==> src/rtl/dragon_pkg.sv <==
package dragon_pkg;
  typedef enum logic [2:0] {
    LN_ABSENT  = 3'd0,
    LN_EXCL    = 3'd1,
    LN_SHCLEAN = 3'd2,
    LN_SHMOD   = 3'd3,
    LN_MOD     = 3'd4
  } line_st_e;

  typedef enum logic [1:0] {
    CMD_NONE = 2'b00,
    CMD_READ = 2'b01,
    CMD_UPD  = 2'b10,
    CMD_WB   = 2'b11
  } bus_cmd_e;

  typedef enum logic [1:0] {
    CT_IDLE = 2'd0,
    CT_WB   = 2'd1,
    CT_RD   = 2'd2,
    CT_UPD  = 2'd3
  } ctl_st_e;

  function automatic logic is_dirty(line_st_e s);
    return (s == LN_MOD) || (s == LN_SHMOD);
  endfunction
endpackage

==> src/rtl/dragon_line_store.sv <==
module dragon_line_store
  import dragon_pkg::*;
#(
  parameter int LINES  = 4,
  parameter int TAG_W  = 6,
  parameter int DATA_W = 16,
  localparam int IDX_W = $clog2(LINES)
) (
  input  logic              clk,
  input  logic              rst_n,
  input  logic [IDX_W-1:0]  rd_a_idx,
  output line_st_e          a_state,
  output logic [TAG_W-1:0]  a_tag,
  output logic [DATA_W-1:0] a_data,
  input  logic [IDX_W-1:0]  rd_b_idx,
  output line_st_e          b_state,
  output logic [TAG_W-1:0]  b_tag,
  output logic [DATA_W-1:0] b_data,
  input  logic              wr_en,
  input  logic [IDX_W-1:0]  wr_idx,
  input  line_st_e          wr_state,
  input  logic              wr_tag_en,
  input  logic [TAG_W-1:0]  wr_tag,
  input  logic              wr_data_en,
  input  logic [DATA_W-1:0] wr_data
);
  line_st_e          st_arr   [LINES];
  logic [TAG_W-1:0]  tag_arr  [LINES];
  logic [DATA_W-1:0] data_arr [LINES];

  for (genvar g = 0; g < LINES; g++) begin : g_line
    logic              sel;
    line_st_e          st_r;
    logic [TAG_W-1:0]  tag_r;
    logic [DATA_W-1:0] data_r;

    assign sel = wr_en && (wr_idx == IDX_W'(g));

    always_ff @(posedge clk or negedge rst_n) begin
      if (!rst_n) begin
        st_r <= LN_ABSENT;
      end else if (sel) begin
        st_r <= wr_state;
      end
    end

    always_ff @(posedge clk) begin
      if (sel && wr_tag_en) begin
        tag_r <= wr_tag;
      end
      if (sel && wr_data_en) begin
        data_r <= wr_data;
      end
    end

    assign st_arr[g]   = st_r;
    assign tag_arr[g]  = tag_r;
    assign data_arr[g] = data_r;
  end

  assign a_state = st_arr[rd_a_idx];
  assign a_tag   = tag_arr[rd_a_idx];
  assign a_data  = data_arr[rd_a_idx];
  assign b_state = st_arr[rd_b_idx];
  assign b_tag   = tag_arr[rd_b_idx];
  assign b_data  = data_arr[rd_b_idx];
endmodule

==> src/rtl/dragon_snoop.sv <==
module dragon_snoop
  import dragon_pkg::*;
#(
  parameter int TAG_W  = 6,
  parameter int DATA_W = 16
) (
  input  logic              snp_valid,
  input  bus_cmd_e          snp_cmd,
  input  logic [TAG_W-1:0]  snp_tag,
  input  logic              own_gnt,
  input  line_st_e          line_state,
  input  logic [TAG_W-1:0]  line_tag,
  input  logic [DATA_W-1:0] line_data,
  output logic              shared_o,
  output logic              flush_o,
  output logic [DATA_W-1:0] flush_data_o,
  output logic              wr_en_o,
  output line_st_e          wr_state_o,
  output logic              wr_data_en_o
);
  logic match;

  assign match        = snp_valid && !own_gnt &&
                        (line_state != LN_ABSENT) && (line_tag == snp_tag);
  assign flush_data_o = line_data;

  always_comb begin
    shared_o     = 1'b0;
    flush_o      = 1'b0;
    wr_en_o      = 1'b0;
    wr_state_o   = line_state;
    wr_data_en_o = 1'b0;
    if (match) begin
      unique case (snp_cmd)
        CMD_READ: begin
          shared_o = 1'b1;
          if (is_dirty(line_state)) begin
            flush_o    = 1'b1;
            wr_en_o    = (line_state == LN_MOD);
            wr_state_o = LN_SHMOD;
          end else if (line_state == LN_EXCL) begin
            wr_en_o    = 1'b1;
            wr_state_o = LN_SHCLEAN;
          end
        end
        CMD_UPD: begin
          shared_o     = 1'b1;
          wr_en_o      = 1'b1;
          wr_data_en_o = 1'b1;
          wr_state_o   = LN_SHCLEAN;
        end
        default: ;
      endcase
    end
  end
endmodule

==> src/rtl/dragon_requester.sv <==
module dragon_requester
  import dragon_pkg::*;
#(
  parameter int ADDR_W = 8,
  parameter int DATA_W = 16,
  parameter int IDX_W  = 2,
  localparam int TAG_W = ADDR_W - IDX_W
) (
  input  logic              clk,
  input  logic              rst_n,
  input  logic              cpu_req,
  input  logic              cpu_we,
  input  logic [ADDR_W-1:0] cpu_addr,
  input  logic [DATA_W-1:0] cpu_wdata,
  output logic              cpu_done,
  output logic [DATA_W-1:0] cpu_rdata,
  input  logic              snp_valid,
  input  line_st_e          line_state,
  input  logic [TAG_W-1:0]  line_tag,
  input  logic [DATA_W-1:0] line_data,
  output logic              bus_req,
  input  logic              bus_gnt,
  output bus_cmd_e          bus_cmd,
  output logic [ADDR_W-1:0] bus_addr,
  output logic [DATA_W-1:0] bus_data,
  input  logic [DATA_W-1:0] bus_rdata,
  input  logic              shared_in,
  output logic              wr_en,
  output line_st_e          wr_state,
  output logic              wr_tag_en,
  output logic              wr_data_en,
  output logic [DATA_W-1:0] wr_data
);
  ctl_st_e           ctl_q, ctl_d;
  logic [TAG_W-1:0]  cpu_tag;
  logic [IDX_W-1:0]  cpu_idx;
  logic              hit;
  logic              granted;

  assign cpu_tag = cpu_addr[ADDR_W-1:IDX_W];
  assign cpu_idx = cpu_addr[IDX_W-1:0];
  assign hit     = (line_state != LN_ABSENT) && (line_tag == cpu_tag);
  assign granted = bus_req && bus_gnt;

  always_comb begin
    ctl_d      = ctl_q;
    cpu_done   = 1'b0;
    cpu_rdata  = line_data;
    bus_req    = 1'b0;
    bus_cmd    = CMD_NONE;
    bus_addr   = cpu_addr;
    bus_data   = cpu_wdata;
    wr_en      = 1'b0;
    wr_state   = line_state;
    wr_tag_en  = 1'b0;
    wr_data_en = 1'b0;
    wr_data    = cpu_wdata;
    unique case (ctl_q)
      CT_IDLE: begin
        if (cpu_req && !snp_valid) begin
          if (hit) begin
            if (!cpu_we) begin
              cpu_done = 1'b1;
            end else if ((line_state == LN_EXCL) || (line_state == LN_MOD)) begin
              wr_en      = 1'b1;
              wr_data_en = 1'b1;
              wr_state   = LN_MOD;
              cpu_done   = 1'b1;
            end else begin
              ctl_d = CT_UPD;
            end
          end else begin
            ctl_d = is_dirty(line_state) ? CT_WB : CT_RD;
          end
        end
      end
      CT_WB: begin
        bus_req  = 1'b1;
        bus_cmd  = CMD_WB;
        bus_addr = {line_tag, cpu_idx};
        bus_data = line_data;
        if (granted) begin
          ctl_d = CT_RD;
        end
      end
      CT_RD: begin
        bus_req = 1'b1;
        bus_cmd = CMD_READ;
        if (granted) begin
          wr_en      = 1'b1;
          wr_tag_en  = 1'b1;
          wr_data_en = 1'b1;
          wr_data    = bus_rdata;
          if (!cpu_we) begin
            wr_state  = shared_in ? LN_SHCLEAN : LN_EXCL;
            cpu_rdata = bus_rdata;
            cpu_done  = 1'b1;
            ctl_d     = CT_IDLE;
          end else if (shared_in) begin
            wr_state = LN_SHCLEAN;
            ctl_d    = CT_UPD;
          end else begin
            wr_data  = cpu_wdata;
            wr_state = LN_MOD;
            cpu_done = 1'b1;
            ctl_d    = CT_IDLE;
          end
        end
      end
      CT_UPD: begin
        bus_req = 1'b1;
        bus_cmd = CMD_UPD;
        if (granted) begin
          wr_en      = 1'b1;
          wr_data_en = 1'b1;
          wr_state   = shared_in ? LN_SHMOD : LN_MOD;
          cpu_done   = 1'b1;
          ctl_d      = CT_IDLE;
        end
      end
      default: ctl_d = CT_IDLE;
    endcase
  end

  always_ff @(posedge clk or negedge rst_n) begin
    if (!rst_n) begin
      ctl_q <= CT_IDLE;
    end else begin
      ctl_q <= ctl_d;
    end
  end
endmodule

==> src/rtl/dragon_upd_cache.sv <==
module dragon_upd_cache
  import dragon_pkg::*;
#(
  parameter int ADDR_W = 8,
  parameter int DATA_W = 16,
  parameter int LINES  = 4,
  localparam int IDX_W = $clog2(LINES),
  localparam int TAG_W = ADDR_W - IDX_W
) (
  input  logic              clk,
  input  logic              rst_n,
  input  logic              cpu_req,
  input  logic              cpu_we,
  input  logic [ADDR_W-1:0] cpu_addr,
  input  logic [DATA_W-1:0] cpu_wdata,
  output logic              cpu_done,
  output logic [DATA_W-1:0] cpu_rdata,
  output logic              bus_req,
  input  logic              bus_gnt,
  output logic [1:0]        bus_cmd,
  output logic [ADDR_W-1:0] bus_addr,
  output logic [DATA_W-1:0] bus_data,
  input  logic [DATA_W-1:0] bus_rdata,
  input  logic              shared_in,
  input  logic              snp_valid,
  input  logic [1:0]        snp_cmd,
  input  logic [ADDR_W-1:0] snp_addr,
  input  logic [DATA_W-1:0] snp_data,
  output logic              shared_out,
  output logic              flush_valid,
  output logic [DATA_W-1:0] flush_data
);
  line_st_e          a_state, b_state;
  logic [TAG_W-1:0]  a_tag, b_tag;
  logic [DATA_W-1:0] a_data, b_data;

  logic              rq_wr_en, rq_tag_en, rq_data_en;
  line_st_e          rq_state;
  logic [DATA_W-1:0] rq_data;
  bus_cmd_e          rq_cmd;

  logic              sn_wr_en, sn_data_en;
  line_st_e          sn_state;

  logic              st_wr_en, st_tag_en, st_data_en;
  logic [IDX_W-1:0]  st_idx;
  line_st_e          st_state;
  logic [DATA_W-1:0] st_data;

  dragon_line_store #(.LINES(LINES), .TAG_W(TAG_W), .DATA_W(DATA_W)) u_store (
    .clk        (clk),
    .rst_n      (rst_n),
    .rd_a_idx   (cpu_addr[IDX_W-1:0]),
    .a_state    (a_state),
    .a_tag      (a_tag),
    .a_data     (a_data),
    .rd_b_idx   (snp_addr[IDX_W-1:0]),
    .b_state    (b_state),
    .b_tag      (b_tag),
    .b_data     (b_data),
    .wr_en      (st_wr_en),
    .wr_idx     (st_idx),
    .wr_state   (st_state),
    .wr_tag_en  (st_tag_en),
    .wr_tag     (cpu_addr[ADDR_W-1:IDX_W]),
    .wr_data_en (st_data_en),
    .wr_data    (st_data)
  );

  dragon_requester #(.ADDR_W(ADDR_W), .DATA_W(DATA_W), .IDX_W(IDX_W)) u_req (
    .clk        (clk),
    .rst_n      (rst_n),
    .cpu_req    (cpu_req),
    .cpu_we     (cpu_we),
    .cpu_addr   (cpu_addr),
    .cpu_wdata  (cpu_wdata),
    .cpu_done   (cpu_done),
    .cpu_rdata  (cpu_rdata),
    .snp_valid  (snp_valid),
    .line_state (a_state),
    .line_tag   (a_tag),
    .line_data  (a_data),
    .bus_req    (bus_req),
    .bus_gnt    (bus_gnt),
    .bus_cmd    (rq_cmd),
    .bus_addr   (bus_addr),
    .bus_data   (bus_data),
    .bus_rdata  (bus_rdata),
    .shared_in  (shared_in),
    .wr_en      (rq_wr_en),
    .wr_state   (rq_state),
    .wr_tag_en  (rq_tag_en),
    .wr_data_en (rq_data_en),
    .wr_data    (rq_data)
  );

  dragon_snoop #(.TAG_W(TAG_W), .DATA_W(DATA_W)) u_snoop (
    .snp_valid    (snp_valid),
    .snp_cmd      (bus_cmd_e'(snp_cmd)),
    .snp_tag      (snp_addr[ADDR_W-1:IDX_W]),
    .own_gnt      (bus_req && bus_gnt),
    .line_state   (b_state),
    .line_tag     (b_tag),
    .line_data    (b_data),
    .shared_o     (shared_out),
    .flush_o      (flush_valid),
    .flush_data_o (flush_data),
    .wr_en_o      (sn_wr_en),
    .wr_state_o   (sn_state),
    .wr_data_en_o (sn_data_en)
  );

  assign bus_cmd = rq_cmd;

  // Snoop writes and requester writes never fall in the same cycle:
  // the requester stalls on snp_valid and the snooper ignores granted cycles.
  always_comb begin
    if (sn_wr_en) begin
      st_wr_en   = 1'b1;
      st_idx     = snp_addr[IDX_W-1:0];
      st_state   = sn_state;
      st_tag_en  = 1'b0;
      st_data_en = sn_data_en;
      st_data    = snp_data;
    end else begin
      st_wr_en   = rq_wr_en;
      st_idx     = cpu_addr[IDX_W-1:0];
      st_state   = rq_state;
      st_tag_en  = rq_tag_en;
      st_data_en = rq_data_en;
      st_data    = rq_data;
    end
  end
endmodule

==> config.mk <==
export PLATFORM = sky130hd
export DESIGN_NAME = dragon_upd_cache
export DESIGN_NICKNAME = d
export VERILOG_FILES = /design/src/rtl/dragon_pkg.sv /design/src/rtl/dragon_line_store.sv /design/src/rtl/dragon_snoop.sv /design/src/rtl/dragon_requester.sv /design/src/rtl/dragon_upd_cache.sv
export SDC_FILE = /design/constraint.sdc
export NUM_CORES = 1
export LEC_CHECK = 0
export ABC_AREA = 1
export BUFFER_PORTS_ARGS = -buffer_cell sky130_fd_sc_hd__buf_2
export CORE_UTILIZATION = 45
export CTS_CLUSTER_DIAMETER = 50
export CTS_CLUSTER_SIZE = 12
export DETAILED_ROUTE_END_ITERATION = 7
export PLACE_DENSITY = 0.68
export SLEW_MARGIN = 0
export SYNTH_ARGS = -nofsm -noshare
export SYNTH_HDL_FRONTEND = slang
export SYNTH_SLANG_ARGS = --single-unit
==> constraint.sdc <==
create_clock -name clk -period 6.5 [get_ports clk]
set_input_delay 1.3 -clock clk [delete_from_list [all_inputs] [get_ports clk]]
set_output_delay 1.3 -clock clk [all_outputs]
set_load 0.005 [all_outputs]
==> results of run 1 <==
==> cells by family after synthesis <==
| family | count (synthesis) | share of synthesized area (%) |
|---|---|---|
| buffers and inverters | 101 | 7.246 |
| XOR/XNOR | 1 | 0.1335 |
| AND/OR/NAND/NOR | 476 | 31.01 |
| flip-flops | 102 | 45.61 |
| AO/OA/AOI/OAI | 170 | 14.85 |
| adder cells (fa/ha/maj) | 6 | 1.144 |
==> layer usage <==
layer  wire length [µm]  part of all wire [%]  global-route usage [%]  vias up
li1                   -                     -                       -     3093
met1               8504                    46                   35.41     2842
met2               8275                    45                   40.13      247
met3               1248                   6.8                   3.810       21
met4                267                   1.5                   7.622        0
met5                  0                     0                       0        -
==> per-stage QoR <==
| step | util (%) | total power [W] | hold WS, ns | instances |
|---|---|---|---|---|
| after global routing | 53.84 | 0.002131 | 0.5505 | 1143 |
| after CTS | 53.84 | 0.002010 | 0.5104 | 1143 |
| after floorplan | - | 0.001231 | 0.4625 | 856 |
| final | 53.84 | 0.002010 | 0.5263 | 1143 |
| after detailed placement | 51.56 | 0.001440 | 0.4946 | 1127 |
| after global placement | 51.56 | 0.001442 | 0.4926 | 1127 |
==> worst paths after layout <==
| kind | endpoint | cells past startpoint | slack (ns) |
|---|---|---|---|
| setup / recovery | cpu_done | 12 | 1.70 |
| max in group asynchronous | u_store.g_line[2].st_r[2] | 1 | 5.43 |
| hold reg to reg | u_store.g_line[0].st_r[2] | 2 | 0.53 |
| min in group asynchronous | u_store.g_line[1].st_r[1] | 1 | 0.84 |
| hold / removal | u_store.g_line[0].st_r[2] | 2 | 0.53 |
| setup reg to reg | u_store.g_line[0].data_r[13] | 17 | 3.26 |
==> flip-flops by register name, summed over array words and instances (netlist names) <==
| register | count |
|---|---|
| u_store.g_line.st_r | 12 |
| u_req.ctl_q | 2 |
| u_store.g_line.tag_r | 24 |
| u_store.g_line.data_r | 64 |
==> tightest hold or removal path, stage by stage, from the launching register on <==
cell and delay (ns):
sky130_fd_sc_hd__dfrtp_1 0.38, sky130_fd_sc_hd__nand2_1 0.06, sky130_fd_sc_hd__nand2_1 0.05
==> final cells by class <==
class | count | area (µm²) | share of cell area [%]
clock buffer | 9 | 225.2 | 2.979
clock inverter | 7 | 93.84 | 1.241
inverter | 50 | 192.7 | 2.549
multi-input combinational | 653 | 3099 | 41.00
sequential | 102 | 2993 | 39.59
tap | 180 | 225.2 | 2.979
timing repair buffer | 142 | 730.7 | 9.666
==> cell usage in the layout, fill, tap and decap left out <==
cell type                     n
sky130_fd_sc_hd__nor3_1       1
sky130_fd_sc_hd__a32o_1      16
sky130_fd_sc_hd__inv_4        2
sky130_fd_sc_hd__nand2_4      5
sky130_fd_sc_hd__inv_2        5
sky130_fd_sc_hd__buf_2      134
sky130_fd_sc_hd__edfxtp_1    88
sky130_fd_sc_hd__nand2_2     10
sky130_fd_sc_hd__and2_1       3
sky130_fd_sc_hd__nand3_2      3
sky130_fd_sc_hd__o21ai_0    107
sky130_fd_sc_hd__clkbuf_16    9
sky130_fd_sc_hd__nand3b_1     4
sky130_fd_sc_hd__nand4_1      3
sky130_fd_sc_hd__nand3_1     66
sky130_fd_sc_hd__o22ai_1     19
sky130_fd_sc_hd__nor2_1      61
sky130_fd_sc_hd__a21oi_1     21
sky130_fd_sc_hd__inv_6        3
sky130_fd_sc_hd__nor2_4       6
sky130_fd_sc_hd__bufinv_16    2
sky130_fd_sc_hd__a22oi_1      1
sky130_fd_sc_hd__o21ai_2      1
sky130_fd_sc_hd__nand2_1    310
sky130_fd_sc_hd__a21oi_2      1
sky130_fd_sc_hd__xnor2_1      1
sky130_fd_sc_hd__or2_0        1
sky130_fd_sc_hd__o2111a_1     1
sky130_fd_sc_hd__ha_1         6
sky130_fd_sc_hd__inv_1       43
sky130_fd_sc_hd__o211ai_1     3
sky130_fd_sc_hd__dfrtp_1     14
sky130_fd_sc_hd__buf_4        8
sky130_fd_sc_hd__nor2_2       3
sky130_fd_sc_hd__clkinv_1     2
==> report_power, final <==
group	total [W]	internal, W	switching [W]
Combinational	0.000620	0.000213	0.000407
Clock	0.000574	0.000339	0.000235
Sequential	0.000816	0.000775	0.0000412
Total	0.00201	0.00133	0.000683
==> tab_implementation.tex, run 1 <==
\begin{tabular}{lr}
\hline
Metric & Value \\
\hline
\multicolumn{2}{l}{\textbf{CTS}} \\
\quad Cell at the root of the clock tree & sky130\_fd\_sc\_hd\_\_clkbuf\_16 \\
\quad Count of instances resized after the clock tree is built & 0 \\
\quad Clock slew at reported path FFs & 0.06 ns \\
\quad Quantity of hold-fixing buffers added after cts & 0 \\
\quad Clock sink count & 102 \\
\quad Longest Clk Path Bufs & 2 \\
\quad Num CTS Buffers & 9 \\
\quad Clk Latency, worst-skew pair & between 0.3 and 0.4 ns \\
\quad CTS tree & done \\
\quad Setup Fix Bufs, Post-CTS & 0 \\
\quad H-Tree Depth & 3 \\
\multicolumn{2}{l}{\textbf{STA}} \\
\quad Setup WS post-layout & 1.705 ns \\
\quad Pin slew with the least headroom to its limit & approximately 1.1 ns \\
\quad Setup-violating endpoint count in the final report & 0 \\
\quad RSZ-0062 raised after global routing & no \\
\quad Worst-case clock skew & 0.007614 ns \\
\quad Fin crit share & 73.77\% \\
\quad Normalized max-slew margin & 25.05\% \\
\quad Final Hold Viols & 0 \\
\quad Period minus WS final & 4.795 ns \\
\quad Maximum achievable frequency & 0.2085 GHz \\
\quad Max-slew violations & 0 \\
\quad Total negative slack for setup checks & 0 ns \\
\multicolumn{2}{l}{\textbf{Logic synthesis}} \\
\quad Post-Syn Nets & 935 \\
\quad Most numerous cell types in the synthesized netlist & 310 x sky130\_fd\_sc\_hd\_\_nand2\_1, 108 x sky130\_fd\_sc\_hd\_\_o21ai\_0, 88 x sky130\_fd\_sc\_hd\_\_edfxtp\_1 \\
\quad Fraction of the yosys area taken by sequential cells & 45.61\% \\
\quad EDFF count, synth & between 80 and 90 \\
\quad Synth top area share & 40.27\% \\
\quad Top flip-flop cell by instance count after synthesis & sky130\_fd\_sc\_hd\_\_edfxtp\_1 \\
\quad Post-synthesis instance area & 0.006561 mm² \\
\quad Synth top area cells & sky130\_fd\_sc\_hd\_\_edfxtp\_1 40\%, sky130\_fd\_sc\_hd\_\_nand2\_1 18\%, sky130\_fd\_sc\_hd\_\_o21ai\_0 8.2\%, sky130\_fd\_sc\_hd\_\_dfrtp\_1 5.3\%, sky130\_fd\_sc\_hd\_\_nand3\_1 5.0\% \\
\quad Seq cells post-synth & a little over 100 \\
\quad Instance count of the mapped netlist & $\sim$860 \\
\quad Biggest area consumer among synthesized cells & sky130\_fd\_sc\_hd\_\_edfxtp\_1 \\
\quad Count of cell types in the netlist & 33 \\
\quad Syn. warnings & 0 \\
\quad Post-Synthesis Mean Instance Area & 7.665 µm² \\
\quad Most frequent cell after synthesis & sky130\_fd\_sc\_hd\_\_nand2\_1 \\
\quad Share of synthesized flip-flops with an asynchronous set or reset & 13.73\% \\
\multicolumn{2}{l}{\textbf{Worst hold path}} \\
\quad Min-Delay Startpoint & u\_store.g\_line[0].st\_r[2] \\
\quad Hold WC Path Type & reg2reg \\
\multicolumn{2}{l}{\textbf{Detailed routing}} \\
\quad Post-detailed-route wirelength per cell & 16.01 µm \\
\quad Post-route ant nets & 0 \\
\quad Iteration-0 DRC Markers & 592 \\
\quad Via Count & 6,203 \\
\quad Average via count per standard cell & 5.427 \\
\quad Final routed wirelength across all metal layers & 18,300 µm \\
\quad Residual DRC & 0 \\
\quad Initial DRT Pass Iterations & 7 \\
\multicolumn{2}{l}{\textbf{Place}} \\
\quad Final weighted congestion in routability-driven placement & approximately 0.91 \\
\quad Cell area reported after detailed placement & around 0.0072 mm² \\
\quad Pre-CTS setup slack & 1.726 ns \\
\quad Quantity of I/O buffers inserted on ports & 134 \\
\quad Detailed-placement wirelength estimate & $\sim$13,000 µm \\
\multicolumn{2}{l}{\textbf{Setup path}} \\
\quad Data required time of the worst path & 5.20 ns \\
\quad Worst Path Arrival & 3.50 ns \\
\quad Number of buffers and inverters on the critical path & 3 \\
\quad Launch point of the worst reg-to-reg path & u\_req.ctl\_q[0] \\
\quad Cell class contributing the biggest share of worst-path delay & simple AND/OR/NAND/NOR gates \\
\quad Largest incremental delay on the critical path & 0.60 ns \\
\quad Cells traversed along the worst timing path & buf\_2, inv\_2, nand3\_1, nand2\_1, nand2\_1, nand2\_1, nand3\_1, nor2\_2, and2\_1, nand4\_1, a21oi\_1, buf\_2 \\
\quad Critical path launch point type & input pin \\
\quad Most frequent cell on the critical path & sky130\_fd\_sc\_hd\_\_nand2\_1 \\
\quad Worst setup path start & cpu\_addr[1] \\
\quad Top fanout value on the critical path & 43 \\
\quad Highest-delay cell along the critical path & sky130\_fd\_sc\_hd\_\_inv\_2 \\
\quad Category of the critical setup timing path & in2out \\
\quad Nature of the critical path endpoint & primary output \\
\multicolumn{2}{l}{\textbf{Cells and area}} \\
\quad Final design instance area without fill & 0.007560 mm² \\
\quad Post-layout net count & 1,037 \\
\quad Synth-to-layout area growth & 15.22\% \\
\quad Fraction of layout cells with a size suffix above 1 & 19.94\% \\
\quad Number of antenna repair diodes & 0 \\
\quad Filler cell count in the final layout & 1,291 \\
\multicolumn{2}{l}{\textbf{Flow run}} \\
\quad Maximum capacitance violations & 0 \\
\multicolumn{2}{l}{\textbf{GRT}} \\
\quad Remaining Overflow, GRT & 0 \\
\quad Vias in the first global route & 5,606 \\
\quad Antenna violations before repair & 0 \\
\quad Total Routing Usage GR & 25.21\% \\
\quad Maximum number of pins on one net before global-route repair & 53 \\
\quad First-pass GRT wire length & 28,760 µm \\
\multicolumn{2}{l}{\textbf{Run status}} \\
\quad Run status & complete, no violations \\
\multicolumn{2}{l}{\textbf{Floorplanning}} \\
\quad Number of placement rows & 43 \\
\quad Width of the chip & $\sim$120 µm \\
\quad Number of top-level pins & roughly 140 \\
\quad Height of the die & 122.8 µm \\
\quad Area inside the core boundary & 0.01404 mm² \\
\quad Full die area & 0.01507 mm² \\
\quad Effective utilization at floorplan & about 47\% \\
\multicolumn{2}{l}{\textbf{Power and ir drop}} \\
\quad Leakage power & 3.367 nW \\
\quad Power Dens Cells & 265.9 mW/mm² \\
\quad Worst supply voltage drop on vdd & 0.1369 mV \\
\hline
\end{tabular}
(Power assumes the default switching activity.)
==> run 2, diff against run 1 <==
--- a/config.mk
+++ b/config.mk
@@ -5,13 +5,13 @@
 export SDC_FILE = /design/constraint.sdc
 export NUM_CORES = 1
 export LEC_CHECK = 0
-export ABC_AREA = 1
+export ABC_AREA = 0
 export BUFFER_PORTS_ARGS = -buffer_cell sky130_fd_sc_hd__buf_2
 export CORE_UTILIZATION = 45
 export CTS_CLUSTER_DIAMETER = 50
 export CTS_CLUSTER_SIZE = 12
 export DETAILED_ROUTE_END_ITERATION = 7
-export PLACE_DENSITY = 0.68
+export PLACE_DENSITY = 0.71
 export SLEW_MARGIN = 0
 export SYNTH_ARGS = -nofsm -noshare
 export SYNTH_HDL_FRONTEND = slang
==> constraint.sdc (replaced) <==
create_clock -name clk -period 4.39 [get_ports clk]
set_input_delay 0.878 -clock clk [delete_from_list [all_inputs] [get_ports clk]]
set_output_delay 0.878 -clock clk [all_outputs]
set_load 0.005 [all_outputs]
==> run 2 against run 1 <==
Register-to-register slack got worse by 1.9 ns; hold slack got worse by 0.11 ns; power increased by 48%; non-clock buffer count increased by 13; critical path type unchanged; clock power increased by 40%.
==> tab_implementation.tex, run 2 <==
\begin{tabular}{lr}
\hline
Metric & Value \\
\hline
\multicolumn{2}{l}{\textbf{Setup path}} \\
\quad Worst Path Arrival & 3.10 ns (-0.40 ns) \\
\quad Category of the critical setup timing path & in2out \\
\quad Top fanout value on the critical path & 15 (-65\%) \\
\quad Critical path launch point type & input pin \\
\quad Worst setup path start & cpu\_addr[0] \\
\quad Data required time of the worst path & 3.51 ns (-1.69 ns) \\
\quad Nature of the critical path endpoint & primary output \\
\quad Slack of the worst reg-to-reg path & 1.33 ns (-1.93 ns) \\
\quad Launch point of the worst reg-to-reg path & u\_req.ctl\_q[0] \\
\multicolumn{2}{l}{\textbf{Logic synthesis}} \\
\quad Post-synthesis instance area & 0.005913 mm² (-9.9\%) \\
\quad Seq cells post-synth & 102 (unchanged) \\
\quad Post-Syn Nets & 472 (-50\%) \\
\quad Most frequent cell after synthesis & sky130\_fd\_sc\_hd\_\_edfxtp\_1 \\
\quad Biggest area consumer among synthesized cells & sky130\_fd\_sc\_hd\_\_edfxtp\_1 \\
\quad Share of synthesized flip-flops with an asynchronous set or reset & 13.73\% (unchanged) \\
\quad Instance count of the mapped netlist & 393 (-54\%) \\
\quad Most numerous cell types in the synthesized netlist & 88 x sky130\_fd\_sc\_hd\_\_edfxtp\_1, 52 x sky130\_fd\_sc\_hd\_\_mux2\_2, 43 x sky130\_fd\_sc\_hd\_\_mux4\_2 \\
\quad Syn. warnings & 0 (unchanged) \\
\quad EDFF count, synth & 88 (unchanged) \\
\quad Fraction of the yosys area taken by sequential cells & 50.61\% (+5.0 points) \\
\quad Synth top area cells & sky130\_fd\_sc\_hd\_\_edfxtp\_1 45\%, sky130\_fd\_sc\_hd\_\_mux4\_2 16\%, sky130\_fd\_sc\_hd\_\_mux2\_2 9.9\%, sky130\_fd\_sc\_hd\_\_dfrtp\_1 5.9\%, sky130\_fd\_sc\_hd\_\_mux4\_1 3.1\% \\
\quad Post-Synthesis Mean Instance Area & 15.05 µm² (+96\%) \\
\quad Synth top area share & 44.69\% (+4.4 points) \\
\quad Count of cell types in the netlist & 42 (+27\%) \\
\quad Top flip-flop cell by instance count after synthesis & sky130\_fd\_sc\_hd\_\_edfxtp\_1 \\
\multicolumn{2}{l}{\textbf{Place}} \\
\quad Detailed-placement wirelength estimate & 10,180 µm (-19\%) \\
\quad Cell Count Post-Placement & 694 (-38\%) \\
\quad Quantity of I/O buffers inserted on ports & 134 (unchanged) \\
\quad Final weighted congestion in routability-driven placement & 0.8644 (-4.7\%) \\
\multicolumn{2}{l}{\textbf{CTS}} \\
\quad CTS tree & done \\
\quad Setup Fix Bufs, Post-CTS & 0 (unchanged) \\
\quad Clock slew at reported path FFs & 0.07 ns (about the same) \\
\quad Longest Clk Path Bufs & 2 (unchanged) \\
\quad H-Tree Depth & 3 (unchanged) \\
\quad Clock sink count & 102 (unchanged) \\
\quad Num CTS Buffers & 9 (unchanged) \\
\quad Clk Latency, worst-skew pair & 0.34 ns (about the same) \\
\quad Count of instances resized after the clock tree is built & 0 (unchanged) \\
\quad Quantity of hold-fixing buffers added after cts & 0 (unchanged) \\
\quad Cell at the root of the clock tree & sky130\_fd\_sc\_hd\_\_clkbuf\_16 \\
\multicolumn{2}{l}{\textbf{Floorplanning}} \\
\quad Number of top-level pins & 135 (unchanged) \\
\quad Effective utilization at floorplan & 46.48\% (-0.25 points) \\
\quad Width of the chip & 116.6 µm (-5.0\%) \\
\quad Full die area & 0.01360 mm² (-9.7\%) \\
\quad Number of placement rows & 41 (-4.7\%) \\
\quad Height of the die & 116.6 µm (-5.0\%) \\
\quad Area inside the core boundary & 0.01272 mm² (-9.4\%) \\
\multicolumn{2}{l}{\textbf{Cells and area}} \\
\quad Filler cell count in the final layout & 1,067 (-17\%) \\
\quad Fin cells & 710 (-38\%) \\
\quad Most common cell after layout, fill and taps aside & sky130\_fd\_sc\_hd\_\_buf\_2 \\
\quad Number of flip-flops under the largest register name & 64 (unchanged) \\
\quad Number of antenna repair diodes & 0 (unchanged) \\
\quad Fraction of layout cells with a size suffix above 1 & 51.49\% (+32 points) \\
\quad Post-layout net count & 612 (-41\%) \\
\quad Reg with most FFs & u\_store.g\_line.data\_r \\
\quad Final core utilization & 56.36\% (+2.5 points) \\
\quad Most used cells in the layout excluding fill and tap cells & 134 x sky130\_fd\_sc\_hd\_\_buf\_2, 88 x sky130\_fd\_sc\_hd\_\_edfxtp\_1, 52 x sky130\_fd\_sc\_hd\_\_mux2\_2 \\
\quad Area of the multi-input gates & 0.002796 mm² (-9.8\%) \\
\quad Largest registers in the final layout & u\_store.g\_line.data\_r x64, u\_store.g\_line.tag\_r x24, u\_store.g\_line.st\_r x12 \\
\quad Synth-to-layout area growth & 21.27\% \\
\quad Footprint of the flip-flops and latches & 0.002993 mm² (unchanged) \\
\multicolumn{2}{l}{\textbf{GRT}} \\
\quad Remaining Overflow, GRT & 0 (unchanged) \\
\quad Maximum number of pins on one net before global-route repair & 33 (-38\%) \\
\quad Antenna violations before repair & 0 (unchanged) \\
\quad Vias in the first global route & 4,006 (-29\%) \\
\quad Total Routing Usage GR & 21.74\% (-3.5 points) \\
\quad First-pass GRT wire length & 21,470 µm (-25\%) \\
\multicolumn{2}{l}{\textbf{Power and ir drop}} \\
\quad Comb power frac & 32.4\% (+1.5 points) \\
\quad Sequential cell fraction of total power & 40.6\% (about the same) \\
\quad Reported net switching power & 0.0009039 W (+32\%) \\
\quad Power Internal & 0.002063 W (+56\%) \\
\quad Worst supply voltage drop on vdd & 0.1863 mV (+36\%) \\
\quad Total power after layout & 0.002967 W (+48\%) \\
\quad Clk network pwr share & 27.0\% (-1.6 points) \\
\quad Leakage power & 2.673 nW (-21\%) \\
\quad Fraction of power spent switching nets & 30.46\% (-3.5 points) \\
\quad Power Dens Cells & 413.8 mW/mm² (+56\%) \\
\multicolumn{2}{l}{\textbf{Detailed routing}} \\
\quad Initial DRT Pass Iterations & 4 (-3) \\
\quad Average via count per standard cell & 5.773 (+6.4\%) \\
\quad Final routed wirelength across all metal layers & 14,100 µm (-23\%) \\
\quad Post-detailed-route wirelength per cell & 19.86 µm (+24\%) \\
\quad Residual DRC & 0 (unchanged) \\
\quad Iteration-0 DRC Markers & 325 (-45\%) \\
\quad Post-route ant nets & 0 (unchanged) \\
\quad Via Count & 4,099 (-34\%) \\
\multicolumn{2}{l}{\textbf{STA}} \\
\quad Maximum achievable frequency & 0.2512 GHz \\
\quad Setup-violating endpoint count in the final report & 0 (unchanged) \\
\quad Fin crit share & 90.69\% \\
\quad Pin slew with the least headroom to its limit & 0.7280 ns (-0.3951 ns) \\
\quad Max-slew violations & 0 (unchanged) \\
\quad Hold Worst Slack & 0.4205 ns (-0.1058 ns) \\
\quad Worst-case clock skew & 0.005760 ns (-0.001853 ns) \\
\quad RSZ-0062 raised after global routing & no \\
\quad Period minus WS final & 3.982 ns \\
\quad Normalized max-slew margin & 51.46\% (+26 points) \\
\quad Total negative slack for setup checks & 0 ns (unchanged) \\
\quad Final Hold Viols & 0 (unchanged) \\
\multicolumn{2}{l}{\textbf{Run status}} \\
\quad Run status & complete, no violations \\
\multicolumn{2}{l}{\textbf{Flow run}} \\
\quad Maximum capacitance violations & 0 (unchanged) \\
\multicolumn{2}{l}{\textbf{Worst hold path}} \\
\quad Hold WC Path Type & in2async \\
\hline
\end{tabular}
==> run 2: changes by cell type after synthesis, sizes merged, moves of 12 or more <==
cell,delta
mux2i,+16
nor2,-57
o22ai,-16
o21ai,-89
nand2,-297
clkbuf,-12
buf,-13
inv,-41
mux2,+52
nand3,-69
a21oi,-15
mux4,+50
a32o,-16
==> run 2: logic make-up after synthesis <==
logic type / share of synthesized area (%)
buf+inv: 2.518
flops: 50.61
mux: 32.10
simple gates: 6.369
compound gates: 5.057
fa+ha+maj: 1.270
xor+xnor: 2.074
==> run 2: power groups by stage <==
stage	Combinational, W	Clock, W	Sequential, W
final	0.000961	0.000802	0.00120
after detailed placement	0.000962	0	0.00122
after global placement	0.000938	0	0.00122
after global routing	0.00106	0.000853	0.00121
after floorplan	0.000663	0	0.00120
after CTS	0.000970	0.000818	0.00120
==> run 2: layout make-up <==
cell class	instances	share of cell area [%]
inverter	9	0.4711
clock buffer	9	3.141
clock inverter	7	1.099
multi-input combinational	256	39.00
sequential	102	41.74
timing repair buffer	155	11.55
tap	172	3.001
==> run 2: final timing paths <==
path / end / depth (start not counted)
setup / recovery: cpu_done / 9
hold / removal: u_req.ctl_q[1] / 1
setup reg to reg: u_store.g_line[3].data_r[14] / 10
hold reg to reg: u_store.g_line[0].st_r[1] / 1
max in group asynchronous: u_store.g_line[1].st_r[0] / 1
min in group clk: u_store.g_line[0].st_r[1] / 1
==> run 2: metrics by stage <==
stage	setup WS [ns]	cell area, µm²
after global routing	0.2199	7171
final	0.4085	7171
after floorplan	0.2021	5913
after detailed placement	0.3237	6867
after global placement	0.4126	6867
after CTS	0.3750	7171
==> run 2: worst max-delay path: stages <==
cell and delay, ns:
sky130_fd_sc_hd__buf_2 0.41, sky130_fd_sc_hd__mux4_1 0.66, sky130_fd_sc_hd__xnor2_1 0.16, sky130_fd_sc_hd__nand4_1 0.17
sky130_fd_sc_hd__nor4_4 0.33, sky130_fd_sc_hd__and3_1 0.22, sky130_fd_sc_hd__a21oi_1 0.07, sky130_fd_sc_hd__nor2_1 0.08
sky130_fd_sc_hd__buf_2 0.12
==> run 2: routing by layer <==
metal / wire, µm / GRT usage [%] / vias to the layer above
li1: - / - / 1854
met1: 5692 / 27.82 / 2054
met5: 0 / 0 / -
met4: 210 / 7.173 / 0
met2: 7293 / 37.71 / 176
met3: 903 / 3.684 / 15
==> run 3, diff against run 2 <==
--- a/config.mk
+++ b/config.mk
@@ -12,6 +12,7 @@
 export CTS_CLUSTER_SIZE = 12
 export DETAILED_ROUTE_END_ITERATION = 7
 export PLACE_DENSITY = 0.71
+export RECOVER_POWER = 100
 export SLEW_MARGIN = 0
 export SYNTH_ARGS = -nofsm -noshare
 export SYNTH_HDL_FRONTEND = slang
==> run 3 against run 2 <==
Clock skew about the same; via count down 0.34%; global-route usage unchanged; critical path depth down 2; register-to-register slack worse by 0.35 ns; highest routed layer unchanged; setup slack worse by 0.065 ns; critical path type is now reg2out; clock power up 0.5%; sequential power about the same; largest cell class unchanged; maximum frequency down 1.6%.
==> tab_implementation.tex, run 3 (synthesis gave the netlist of run 2 again) <==
\begin{tabular}{lr}
\hline
Metric & Value \\
\hline
\multicolumn{2}{l}{\textbf{Setup path}} \\
\quad Data required time of the worst path & 3.51 ns (about the same) \\
\quad Critical path launch point type & flop \\
\quad Largest incremental delay on the critical path & 0.91 ns (+0.25 ns) \\
\quad Highest-delay cell along the critical path & sky130\_fd\_sc\_hd\_\_clkbuf\_1 \\
\quad Launch point of the worst reg-to-reg path & u\_req.ctl\_q[0] \\
\quad Slack of the worst reg-to-reg path & 0.98 ns (-0.35 ns) \\
\quad Category of the critical setup timing path & reg2out \\
\quad Worst reg2reg path endpoint & u\_store.g\_line[0].data\_r[11] \\
\quad Top fanout value on the critical path & 17 (+2) \\
\quad Nature of the critical path endpoint & primary output \\
\quad Cells traversed along the worst timing path & inv\_1, ha\_1, nand2b\_1, nor3b\_1, clkbuf\_1, mux2\_2, buf\_2 \\
\quad Worst Path Arrival & 3.17 ns (+0.07 ns) \\
\quad Worst setup path start & u\_req.ctl\_q[0] \\
\quad Worst reg-to-reg path cell count & 8 (-2) \\
\multicolumn{2}{l}{\textbf{Cells and area}} \\
\quad Largest registers in the final layout & u\_store.g\_line.data\_r x64, u\_store.g\_line.tag\_r x24, u\_store.g\_line.st\_r x12 \\
\quad Filler cell count in the final layout & 1,100 (+3.1\%) \\
\quad Fraction of layout cells with a size suffix above 1 & 41.26\% (-10 points) \\
\quad Number of flip-flops under the largest register name & 64 (unchanged) \\
\quad Fin cells & 710 (unchanged) \\
\quad Most used cells in the layout excluding fill and tap cells & 98 x sky130\_fd\_sc\_hd\_\_buf\_2, 88 x sky130\_fd\_sc\_hd\_\_edfxtp\_1, 51 x sky130\_fd\_sc\_hd\_\_mux2\_2 \\
\quad Reg with most FFs & u\_store.g\_line.data\_r \\
\quad Number of antenna repair diodes & 0 (unchanged) \\
\quad Synth-to-layout area growth & 18.90\% \\
\quad Post-layout net count & 612 (unchanged) \\
\quad Final design instance area without fill & 0.007030 mm² (-2.0\%) \\
\quad Most common cell after layout, fill and taps aside & sky130\_fd\_sc\_hd\_\_buf\_2 \\
\multicolumn{2}{l}{\textbf{Detailed routing}} \\
\quad Average via count per standard cell & 5.754 (-0.34\%) \\
\quad Post-route ant nets & 0 (unchanged) \\
\quad Via Count & 4,085 (-0.34\%) \\
\quad Iteration-0 DRC Markers & 344 (+5.8\%) \\
\quad Initial DRT Pass Iterations & 4 (unchanged) \\
\quad Post-detailed-route wirelength per cell & 19.87 µm (about the same) \\
\quad Final routed wirelength across all metal layers & 14,110 µm (about the same) \\
\quad Residual DRC & 0 (unchanged) \\
\multicolumn{2}{l}{\textbf{Floorplanning}} \\
\quad Number of top-level pins & 135 (unchanged) \\
\quad Area inside the core boundary & 0.01272 mm² (unchanged) \\
\quad Height of the die & 116.6 µm (unchanged) \\
\quad Full die area & 0.01360 mm² (unchanged) \\
\quad Effective utilization at floorplan & 46.48\% (unchanged) \\
\quad Number of placement rows & 41 (unchanged) \\
\quad Width of the chip & 116.6 µm (unchanged) \\
\multicolumn{2}{l}{\textbf{STA}} \\
\quad Pin slew with the least headroom to its limit & 1.201 ns (+0.4733 ns) \\
\quad Setup-violating endpoint count in the final report & 0 (unchanged) \\
\quad Worst-case clock skew & 0.005979 ns (+0.0002190 ns) \\
\quad Period minus WS final & 4.047 ns (+0.06549 ns) \\
\quad Fin crit share & 92.19\% (+1.5 points) \\
\quad Maximum achievable frequency & 0.2471 GHz (-1.6\%) \\
\quad Final Hold Viols & 0 (unchanged) \\
\quad RSZ-0062 raised after global routing & no \\
\quad Max-slew violations & 0 (unchanged) \\
\quad Normalized max-slew margin & 19.91\% (-32 points) \\
\quad Total negative slack for setup checks & 0 ns (unchanged) \\
\multicolumn{2}{l}{\textbf{GRT}} \\
\quad First-pass GRT wire length & 21,470 µm (unchanged) \\
\quad Met3 layer usage reported by global route & 3.684\% (unchanged) \\
\quad Antenna violations before repair & 0 (unchanged) \\
\quad Remaining Overflow, GRT & 0 (unchanged) \\
\quad Met2 routing resource usage after global routing & 37.71\% (unchanged) \\
\quad Total Routing Usage GR & 21.74\% (unchanged) \\
\quad Met1 capacity usage during global routing & 27.82\% (unchanged) \\
\quad Vias in the first global route & 4,006 (unchanged) \\
\quad Most heavily used metal layer in global routing & met2 \\
\quad Maximum number of pins on one net before global-route repair & 33 (unchanged) \\
\multicolumn{2}{l}{\textbf{Place}} \\
\quad Cell area reported after detailed placement & 0.006867 mm² (unchanged) \\
\quad Cell Count Post-Placement & 694 (unchanged) \\
\quad Detailed-placement wirelength estimate & 10,180 µm (unchanged) \\
\quad Quantity of I/O buffers inserted on ports & 134 (unchanged) \\
\quad Final weighted congestion in routability-driven placement & 0.8644 (unchanged) \\
\multicolumn{2}{l}{\textbf{Worst hold path}} \\
\quad Hold WC Path Type & reg2reg \\
\quad Hold path depth & 1 \\
\quad End point of the most critical hold path & u\_store.g\_line[0].st\_r[1] \\
\quad Min-Delay Startpoint & u\_store.g\_line[0].st\_r[1] \\
\multicolumn{2}{l}{\textbf{Power and ir drop}} \\
\quad Power Dens Cells & 417.4 mW/mm² (+0.86\%) \\
\quad Worst supply voltage drop on vdd & 0.1877 mV (+0.77\%) \\
\quad Leakage power & 2.507 nW (-6.2\%) \\
\multicolumn{2}{l}{\textbf{CTS}} \\
\quad H-Tree Depth & 3 (unchanged) \\
\quad Quantity of hold-fixing buffers added after cts & 0 (unchanged) \\
\quad Cell at the root of the clock tree & sky130\_fd\_sc\_hd\_\_clkbuf\_16 \\
\quad Clk Latency, worst-skew pair & 0.35 ns (about the same) \\
\quad CTS tree & done \\
\quad Clock slew at reported path FFs & 0.07 ns (about the same) \\
\quad Setup Fix Bufs, Post-CTS & 0 (unchanged) \\
\quad Num CTS Buffers & 9 (unchanged) \\
\quad Clock sink count & 102 (unchanged) \\
\quad Longest Clk Path Bufs & 2 (unchanged) \\
\quad Count of instances resized after the clock tree is built & 0 (unchanged) \\
\multicolumn{2}{l}{\textbf{Flow run}} \\
\quad Maximum capacitance violations & 0 (unchanged) \\
\multicolumn{2}{l}{\textbf{Run status}} \\
\quad Run status & complete, no violations \\
\hline
\end{tabular}
## run 3: changes by cell type in the layout (fill, tap and decap cells not counted), moves of 3 or more
cell / change
sky130_fd_sc_hd__clkbuf_1: +49
sky130_fd_sc_hd__buf_2: -36
sky130_fd_sc_hd__clkbuf_4: +3
sky130_fd_sc_hd__buf_4: -17
## run 3: worst max path at each step
stage / to / slack, ns / cells past startpoint
after floorplan: u_store.g_line[3].data_r[0] / 0.20 / 10
after global placement: u_store.g_line[0].data_r[10] / 0.41 / 10
after detailed placement: u_store.g_line[0].data_r[10] / 0.32 / 10
after CTS: cpu_done / 0.38 / 8
after global routing: u_store.g_line[1].data_r[3] / 0.12 / 10
final: cpu_rdata[11] / 0.34 / 7
## run 3: through the flow
stage	total power (W)	worst slack, ns	utilization (%)	hold WS, ns
after global routing	0.003084	0.1180	55.26	0.5696
final	0.002934	0.3430	55.26	0.5315
after floorplan	0.001864	0.2021	-	0.4895
after detailed placement	0.002185	0.3237	53.97	0.5149
after global placement	0.002158	0.4126	53.97	0.5178
after CTS	0.002991	0.3750	56.36	0.4163
## run 3: layout make-up
type                    instances  area [µm²]  area share, %
clock buffers                   9       225.2          3.203
clock inverters                 7       78.83          1.121
inverters                       9       33.78         0.4805
multi-input cells             256        2753          39.15
flip-flops and latches        102        2993          42.57
well taps                     172       215.2          3.061
repair buffers                155       732.0          10.41
## run 3: where the power goes
group          internal (W)  total, W  switching, W
Sequential          0.00115   0.00120     0.0000534
Clock              0.000449  0.000806      0.000357
Combinational      0.000438  0.000925      0.000487
## run 3: routing by layer
metal	vias to the layer above	share of wire [%]
met2	174	52
met1	2043	41
met5	-	0
met3	12	5.8
met4	0	1.4
li1	1856	-
## run 3: critical path: cells and delay by family, from the launching register on
family                   cells  cell delay, ns
buffers and inverters        3            1.11
AND/OR/NAND/NOR              2            0.56
adder cells (fa/ha/maj)      1            0.32
flip-flops                   1            0.39
multiplexers                 1            0.42
